File: src/rtl/dbg_tap_pkg.sv
package dbg_tap_pkg;

  typedef enum logic [3:0] {
    TS_RESET, TS_IDLE,
    TS_SEL_DR, TS_CAP_DR, TS_SHF_DR, TS_EX1_DR, TS_PAU_DR, TS_EX2_DR, TS_UPD_DR,
    TS_SEL_IR, TS_CAP_IR, TS_SHF_IR, TS_EX1_IR, TS_PAU_IR, TS_EX2_IR, TS_UPD_IR
  } tap_state_e;

  // Controller transition table: current state and mode select -> next state
  function automatic tap_state_e tap_next(input tap_state_e s, input logic sel);
    tap_state_e n;
    case (s)
      TS_RESET:  n = sel ? TS_RESET  : TS_IDLE;
      TS_IDLE:   n = sel ? TS_SEL_DR : TS_IDLE;
      TS_SEL_DR: n = sel ? TS_SEL_IR : TS_CAP_DR;
      TS_CAP_DR: n = sel ? TS_EX1_DR : TS_SHF_DR;
      TS_SHF_DR: n = sel ? TS_EX1_DR : TS_SHF_DR;
      TS_EX1_DR: n = sel ? TS_UPD_DR : TS_PAU_DR;
      TS_PAU_DR: n = sel ? TS_EX2_DR : TS_PAU_DR;
      TS_EX2_DR: n = sel ? TS_UPD_DR : TS_SHF_DR;
      TS_UPD_DR: n = sel ? TS_SEL_DR : TS_IDLE;
      TS_SEL_IR: n = sel ? TS_RESET  : TS_CAP_IR;
      TS_CAP_IR: n = sel ? TS_EX1_IR : TS_SHF_IR;
      TS_SHF_IR: n = sel ? TS_EX1_IR : TS_SHF_IR;
      TS_EX1_IR: n = sel ? TS_UPD_IR : TS_PAU_IR;
      TS_PAU_IR: n = sel ? TS_EX2_IR : TS_PAU_IR;
      TS_EX2_IR: n = sel ? TS_UPD_IR : TS_SHF_IR;
      TS_UPD_IR: n = sel ? TS_SEL_DR : TS_IDLE;
      default:   n = TS_RESET;
    endcase
    return n;
  endfunction

endpackage

File: src/rtl/dbg_tap_sync.sv
module dbg_tap_sync #(
  parameter int W      = 3,
  parameter int STAGES = 2
) (
  input  logic         clk,
  input  logic         rst,
  input  logic [W-1:0] d_i,
  output logic [W-1:0] q_o
);
  logic [W-1:0] chain [STAGES];

  always_ff @(posedge clk or posedge rst) begin
    if (rst) chain[0] <= '0;
    else     chain[0] <= d_i;
  end

  for (genvar k = 1; k < STAGES; k++) begin : g_stage
    always_ff @(posedge clk or posedge rst) begin
      if (rst) chain[k] <= '0;
      else     chain[k] <= chain[k-1];
    end
  end

  assign q_o = chain[STAGES-1];
endmodule

File: src/rtl/dbg_tap_fsm.sv
module dbg_tap_fsm
  import dbg_tap_pkg::*;
(
  input  logic       clk,
  input  logic       rst,
  input  logic       step_i,
  input  logic       sel_i,
  output tap_state_e state_o,
  output tap_state_e next_o
);
  assign next_o = step_i ? tap_next(state_o, sel_i) : state_o;

  always_ff @(posedge clk or posedge rst) begin
    if (rst) state_o <= TS_RESET;
    else     state_o <= next_o;
  end

  // controller waits for a test clock rising edge
  assert_state_waits_R1: assert property (@(posedge clk) disable iff (rst)
    !step_i |=> $stable(state_o));

  // mode select high holds reset; low holds shift
  assert_reset_hold_R2: assert property (@(posedge clk) disable iff (rst)
    (step_i && sel_i && state_o == TS_RESET) |=> state_o == TS_RESET);
  assert_shift_hold_R2: assert property (@(posedge clk) disable iff (rst)
    (step_i && !sel_i && state_o == TS_SHF_DR) |=> state_o == TS_SHF_DR);
endmodule

File: src/rtl/dbg_tap_regs.sv
module dbg_tap_regs
  import dbg_tap_pkg::*;
#(
  parameter int              IR_W      = 5,
  parameter int              DR_W      = 32,
  parameter logic [IR_W-1:0] IR_IDCODE = 5'h01,
  parameter logic [IR_W-1:0] IR_CTRL   = 5'h10,
  parameter logic [DR_W-1:0] ID_WORD   = 32'hDEADBEEF
) (
  input  logic            clk,
  input  logic            rst,
  input  logic            step_i,
  input  logic            tdi_i,
  input  tap_state_e      state_i,
  input  tap_state_e      next_i,
  input  logic [DR_W-1:0] ctrl_word_i,
  output logic            tdo_o
);
  localparam int LEN_W = $clog2(DR_W + 1);
  localparam logic [LEN_W-1:0] FULL_LEN = LEN_W'(DR_W);

  logic [IR_W-1:0]  ir_q, ir_sh, ir_d;
  logic [DR_W-1:0]  dr_q, dr_sh, dr_d;
  logic [LEN_W-1:0] len_q, len_d;
  logic             tdo_d;

  // Right shift; the new bit lands at position (len - 1)
  function automatic logic [DR_W-1:0] dr_shift(input logic [DR_W-1:0] v,
                                               input logic [LEN_W-1:0] n,
                                               input logic b);
    logic [DR_W-1:0] pos;
    pos = {{(DR_W-1){1'b0}}, 1'b1} << (n - LEN_W'(1));
    return (v >> 1) | (b ? pos : '0);
  endfunction

  // Named events for the assertions
  logic shift_dr_ev, shift_ir_ev, cap_dr_ev, enter_reset_ev;
  assign shift_dr_ev    = step_i && state_i == TS_SHF_DR;
  assign shift_ir_ev    = step_i && state_i == TS_SHF_IR;
  assign cap_dr_ev      = step_i && next_i == TS_CAP_DR;
  assign enter_reset_ev = step_i && next_i == TS_RESET;

  always_comb begin
    ir_sh = shift_ir_ev ? {tdi_i, ir_q[IR_W-1:1]} : ir_q;
    dr_sh = shift_dr_ev ? dr_shift(dr_q, len_q, tdi_i) : dr_q;
    ir_d  = ir_sh;
    dr_d  = dr_sh;
    len_d = len_q;
    tdo_d = tdo_q_r;
    if (step_i) begin
      case (next_i)
        TS_RESET:  ir_d = IR_IDCODE;
        TS_CAP_DR: begin
          if (ir_sh == IR_IDCODE) begin
            dr_d  = ID_WORD;
            len_d = FULL_LEN;
          end else if (ir_sh == IR_CTRL) begin
            dr_d  = ctrl_word_i;
            len_d = FULL_LEN;
          end
        end
        TS_SHF_DR: tdo_d = dr_sh[0];
        TS_SHF_IR: tdo_d = ir_sh[0];
        default:   ;
      endcase
    end
  end

  logic tdo_q_r;
  always_ff @(posedge clk or posedge rst) begin
    if (rst) begin
      ir_q    <= IR_IDCODE;
      dr_q    <= '0;
      len_q   <= FULL_LEN;
      tdo_q_r <= 1'b0;
    end else begin
      ir_q    <= ir_d;
      dr_q    <= dr_d;
      len_q   <= len_d;
      tdo_q_r <= tdo_d;
    end
  end
  assign tdo_o = tdo_q_r;

  assert_tdo_waits_R1: assert property (@(posedge clk) disable iff (rst)
    !step_i |=> $stable(tdo_o));
  assert_ir_shift_R4: assert property (@(posedge clk) disable iff (rst)
    shift_ir_ev |=> ir_q[IR_W-1] == $past(tdi_i));
  assert_idcode_load_R5: assert property (@(posedge clk) disable iff (rst)
    enter_reset_ev |=> ir_q == IR_IDCODE);
  assert_capture_id_R6: assert property (@(posedge clk) disable iff (rst)
    (cap_dr_ev && ir_q == IR_IDCODE) |=> dr_q == ID_WORD);
  assert_capture_ctrl_R7: assert property (@(posedge clk) disable iff (rst)
    (cap_dr_ev && ir_q == IR_CTRL) |=> dr_q == $past(ctrl_word_i));
  assert_tdo_dr_R8: assert property (@(posedge clk) disable iff (rst)
    (step_i && next_i == TS_SHF_DR) |=> tdo_o == dr_q[0]);
  assert_other_keep_R9: assert property (@(posedge clk) disable iff (rst)
    (cap_dr_ev && ir_q != IR_IDCODE && ir_q != IR_CTRL) |=> $stable(dr_q) && $stable(len_q));
  assert_quiet_states_R10: assert property (@(posedge clk) disable iff (rst)
    (step_i && (next_i == TS_CAP_IR || next_i == TS_UPD_IR || next_i == TS_UPD_DR))
      |=> $stable(dr_q) && $stable(ir_q));
endmodule

File: src/rtl/dbg_tap_port.sv
module dbg_tap_port
  import dbg_tap_pkg::*;
#(
  parameter int              IR_W        = 5,
  parameter int              DR_W        = 32,
  parameter int              SYNC_STAGES = 2,
  parameter logic [IR_W-1:0] IR_IDCODE   = 5'h01,
  parameter logic [IR_W-1:0] IR_CTRL     = 5'h10,
  parameter logic [DR_W-1:0] ID_WORD     = 32'hDEADBEEF
) (
  input  logic            clk,
  input  logic            rst,
  input  logic            tck_i,
  input  logic            tms_i,
  input  logic            tdi_i,
  input  logic [DR_W-1:0] ctrl_word_i,
  output logic            tdo_o
);
  logic [2:0] pins_s, pins_q;
  tap_state_e state, state_nx;
  logic       tck_rise;

  dbg_tap_sync #(.W(3), .STAGES(SYNC_STAGES)) u_sync (
    .clk(clk), .rst(rst), .d_i({tck_i, tms_i, tdi_i}), .q_o(pins_s)
  );

  // Previous synchronized pin values: mode select and data held before the edge
  always_ff @(posedge clk or posedge rst) begin
    if (rst) pins_q <= '0;
    else     pins_q <= pins_s;
  end

  assign tck_rise = pins_s[2] & ~pins_q[2];

  dbg_tap_fsm u_fsm (
    .clk(clk), .rst(rst), .step_i(tck_rise), .sel_i(pins_q[1]),
    .state_o(state), .next_o(state_nx)
  );

  dbg_tap_regs #(
    .IR_W(IR_W), .DR_W(DR_W), .IR_IDCODE(IR_IDCODE),
    .IR_CTRL(IR_CTRL), .ID_WORD(ID_WORD)
  ) u_regs (
    .clk(clk), .rst(rst), .step_i(tck_rise), .tdi_i(pins_q[0]),
    .state_i(state), .next_i(state_nx), .ctrl_word_i(ctrl_word_i),
    .tdo_o(tdo_o)
  );

  // one detected edge per test clock rise
  assert_single_rise_R1: assert property (@(posedge clk) disable iff (rst)
    tck_rise |=> !tck_rise);
endmodule

File: config.mk
export PLATFORM = sky130hd
export DESIGN_NAME = dbg_tap_port
export DESIGN_NICKNAME = d
export VERILOG_FILES = /design/src/rtl/dbg_tap_pkg.sv /design/src/rtl/dbg_tap_sync.sv /design/src/rtl/dbg_tap_fsm.sv /design/src/rtl/dbg_tap_regs.sv /design/src/rtl/dbg_tap_port.sv
export SDC_FILE = /design/constraint.sdc
export NUM_CORES = 1
export LEC_CHECK = 0
export ABC_CLOCK_PERIOD_IN_PS = 2600
export BUFFER_PORTS_ARGS = -buffer_cell sky130_fd_sc_hd__buf_2
export CELL_PAD_IN_SITES_DETAIL_PLACEMENT = 1
export CELL_PAD_IN_SITES_GLOBAL_PLACEMENT = 1
export CORE_ASPECT_RATIO = 0.9
export CORE_UTILIZATION = 45
export DETAILED_ROUTE_END_ITERATION = 8
export PLACE_DENSITY = 0.8
export SYNTH_ARGS = -nofsm -noshare
export SYNTH_HDL_FRONTEND = slang
export SYNTH_SLANG_ARGS = --single-unit
File: constraint.sdc
create_clock -name clk -period 2.6 [get_ports clk]
set_clock_uncertainty 0.2 [all_clocks]
set_input_delay 0.39 -clock clk [delete_from_list [all_inputs] [get_ports clk]]
set_output_delay 0.39 -clock clk [all_outputs]
set_load 0.01 [all_outputs]
==> out/metrics.yaml <==
global_routing:
  grt_pass1_vias: 1874
  grt_use_total_pct: 19.5
  grt_pass1_wl_mm: 8.94
  grt_overflow: 0
  grt_max_degree: 33
  antenna_found_initial: 0
floorplanning:
  num_rows: 26
  die_area_sq_um: 6140
  coreArea_sq_um: 5660
  num_io_pins: 38
  die_y_microns: 74.5
  die_w_microns: 82.5
  start_util_pct: 46.4
sta:
  fmax_mhz: 413
  fin_crit_ns: 2.42
  slew_violations: 0
  setup_slack_ns: 0.176
  rsz0062_at_grt: "false"
  setup_viol: 0
  finalCritPeriodShare_pct: 93.2
  slew_headroom_pct: 68.1
  final.setup.tns_ns: 0
  finalHoldViolCount: 0
  worst_pin_slew_ns: 0.479
finish:
  drive_gt1_share_pct: 28.4
  syn2layout_area_growth_pct: 15.1
  fin_area_sq_um: 3020
  multi_input_area_sq_um: 1190
  seq_area_sq_um: 1280
  antennaDiodeCount: 0
  nFillCells: 630
  final_cells: 345
  fin_nets: 311
drt:
  vias: 1950
  drt_iter0_markers: 127
  wl_per_cell_microns: 16.3
  drc: 0
  antenna_left: 0
  vias_per_cell: 5.65
  wirelength_mm: 5.64
  drt-pass1-iter-count: 4
critical_path:
  reg2regPathDepth: 6
  critPathRequiredTime_ns: 2.59
  arrival_ns: 2.41
  crit_slowest_cell: "dfrtp_1"
  worstPathMaxFanout: 32
  path_cells: "nand4b_1 > a2111oi_1 > o21a_2 > o2111ai_4 > buf_4 > o2bb2ai_1"
  critPathBufInv: 1
  worst_setup_path_start_kind: "flip-flop"
  endpoint_kind: "flip-flop"
  slowest_delay_ns: 0.59
  worstSetupPathType: "flip-flop to flip-flop"
  cp_top_family: "compound AO/OA/AOI/OAI gates"
  path_depth: 6
cts:
  cts_resized: 0
  clock_sinks: 51
  clk_pin_slew_ns: 0.10
  clock_latency_ns: 0.30
  cts-htree-levels: 2
  clk_path_buf_depth: 2
  cts-root-buf: "clkbuf_8"
  numCtsBuffers: 5
  cts_setup_buffers: 0
  tritoncts: "done"
logic_synthesis:
  ys_top_cells_by_area: "dfrtp_1 (48%), mux2i_1 (9.5%), a2bb2oi_1 (6.7%)"
  yosysTopAreaCellShare_pct: 47.7
  ys_types: 47
  synth_flop_cell: "dfrtp_1"
  synth_top_cell_by_area: "dfrtp_1"
  async_flop_share_pct: 100
  yosysMostFrequentCell: "dfrtp_1"
  syn_inst: 233
  synth_area_sq_um: 2630
  seq_area_frac_synth_pct: 48.7
  synth_edf_count: 0
  synth_warnings: 0
  yosys-top-cells-count: "dfrtp_1 (50), mux2i_1 (25), a2bb2oi_1 (20)"
  ys_ff_latch: 51
  syn-mean-instance-area_sq_um: 11.3
  syn_nets: 270
placement:
  placed_area_sq_um: 2890
  hpwl_mm: 4.01
  gp_congestion: 0.817
  dp_cells: 333
  place_ws_ns: 0.223
  port_buffers: 37
hold_path:
  whs_path_depth: 3
  hp-class: "primary input to flip-flop"
pwr:
  p_per_area_nw_per_um2: 916
  p_total_mw: 2.77
  max-vdd-ir-drop_mv: 0.482
  leakage_nw: 1.46
run:
  drv_cap: 0
outcome:
  status: "complete, no violations"
-- path summary, 6_finish.rpt --
check	from	endpoint	slack (ns)
min	ctrl_word_i[20]	u_regs.dr_q[20]	0.11
max	u_fsm.state_o[3]	u_regs.dr_q[4]	0.18
min in group asynchronous	rst	u_regs.ir_q[2]	0.40
max in group asynchronous	rst	u_regs.dr_q[22]	1.15
min reg2reg	u_sync.chain[3]	u_sync.q_o[0]	0.17
max reg2reg	u_fsm.state_o[3]	u_regs.dr_q[4]	0.18
-- cell usage in the layout, fill, tap and decap left out, types with 2 or more instances in the layout --
cell and instances:
buf_2 37, dlygate4sd3_1 4, nand2_1 16, nor2_1 5
dfrtp_1 50, inv_1 12, mux2_2 9, o22ai_1 3
clkbuf_8 5, a21oi_1 12, a31oi_1 3, mux2i_1 25
nor3_1 2, a2bb2oi_1 20, a221oi_1 3, a2bb2oi_2 4
nor2b_1 4, nand2b_1 5, buf_4 10, o2bb2ai_1 8
o21ai_0 7
-- kinds of logic after synthesis --
kind of cell	Yosys count	synth area share, %
AOI/OAI and AO/OA	72	22.6
DFF	51	48.7
and+or+nand+nor	43	8.82
muxes	34	13.4
buffers and inverters	31	5.86
xor gates and xnor gates	2	0.667
-- what timing repair did --
action	in CTS	in global routing
setup endpoints to repair	0	0
hold buffers	4	0
endpoints found under the hold margin	18	0
-- stage by stage --
step / hold WS [ns] / util (%)
finish: 0.112 / 53.4
global route: 0.0974 / 53.4
CTS: 0.103 / 53.4
detailed placement: 0.147 / 51.0
global placement: 0.134 / 51.0
floorplan: 0.131 / -
-- flip-flops by register name, summed over array words and instances (netlist names) --
name           cells
u_sync.q_o         3
u_regs.dr_q       32
u_sync.chain       3
u_fsm.state_o      4
pins_q             3
u_regs.tdo_o       1
u_regs.ir_q        5
-- power breakdown --
part           switching [mW]  leakage, nW  internal [mW]
Clock                   0.273       0.0461          0.195
Combinational           0.461        0.813          0.510
Sequential              0.227        0.605           1.10
Total                   0.961         1.46           1.81
-- worst register-to-register path, stage by stage (launching register included) --
cell and delay [ns]:
dfrtp_1 0.59, nand4b_1 0.24, a2111oi_1 0.46, o21a_2 0.24, o2111ai_4 0.11, buf_4 0.27, o2bb2ai_1 0.20
-- per-layer routing --
metal	vias up	GRT usage (%)	part of all wire, %
met5	-	0	0
met4	0	4.60	0.51
met3	5	4.05	2.1
met2	26	31.2	50
met1	983	27.2	48
li1	936	-	-
-- layout make-up --
| class | count | share of cell area [%] |
|---|---|---|
| clock buffers | 5 | 2.28 |
| clock inverters | 3 | 0.787 |
| inverters | 13 | 1.62 |
| multi-input cells | 151 | 39.5 |
| flip-flops and latches | 51 | 42.3 |
| well taps | 70 | 2.90 |
| repair buffers | 52 | 10.6 |
(Power assumes the default switching activity.)
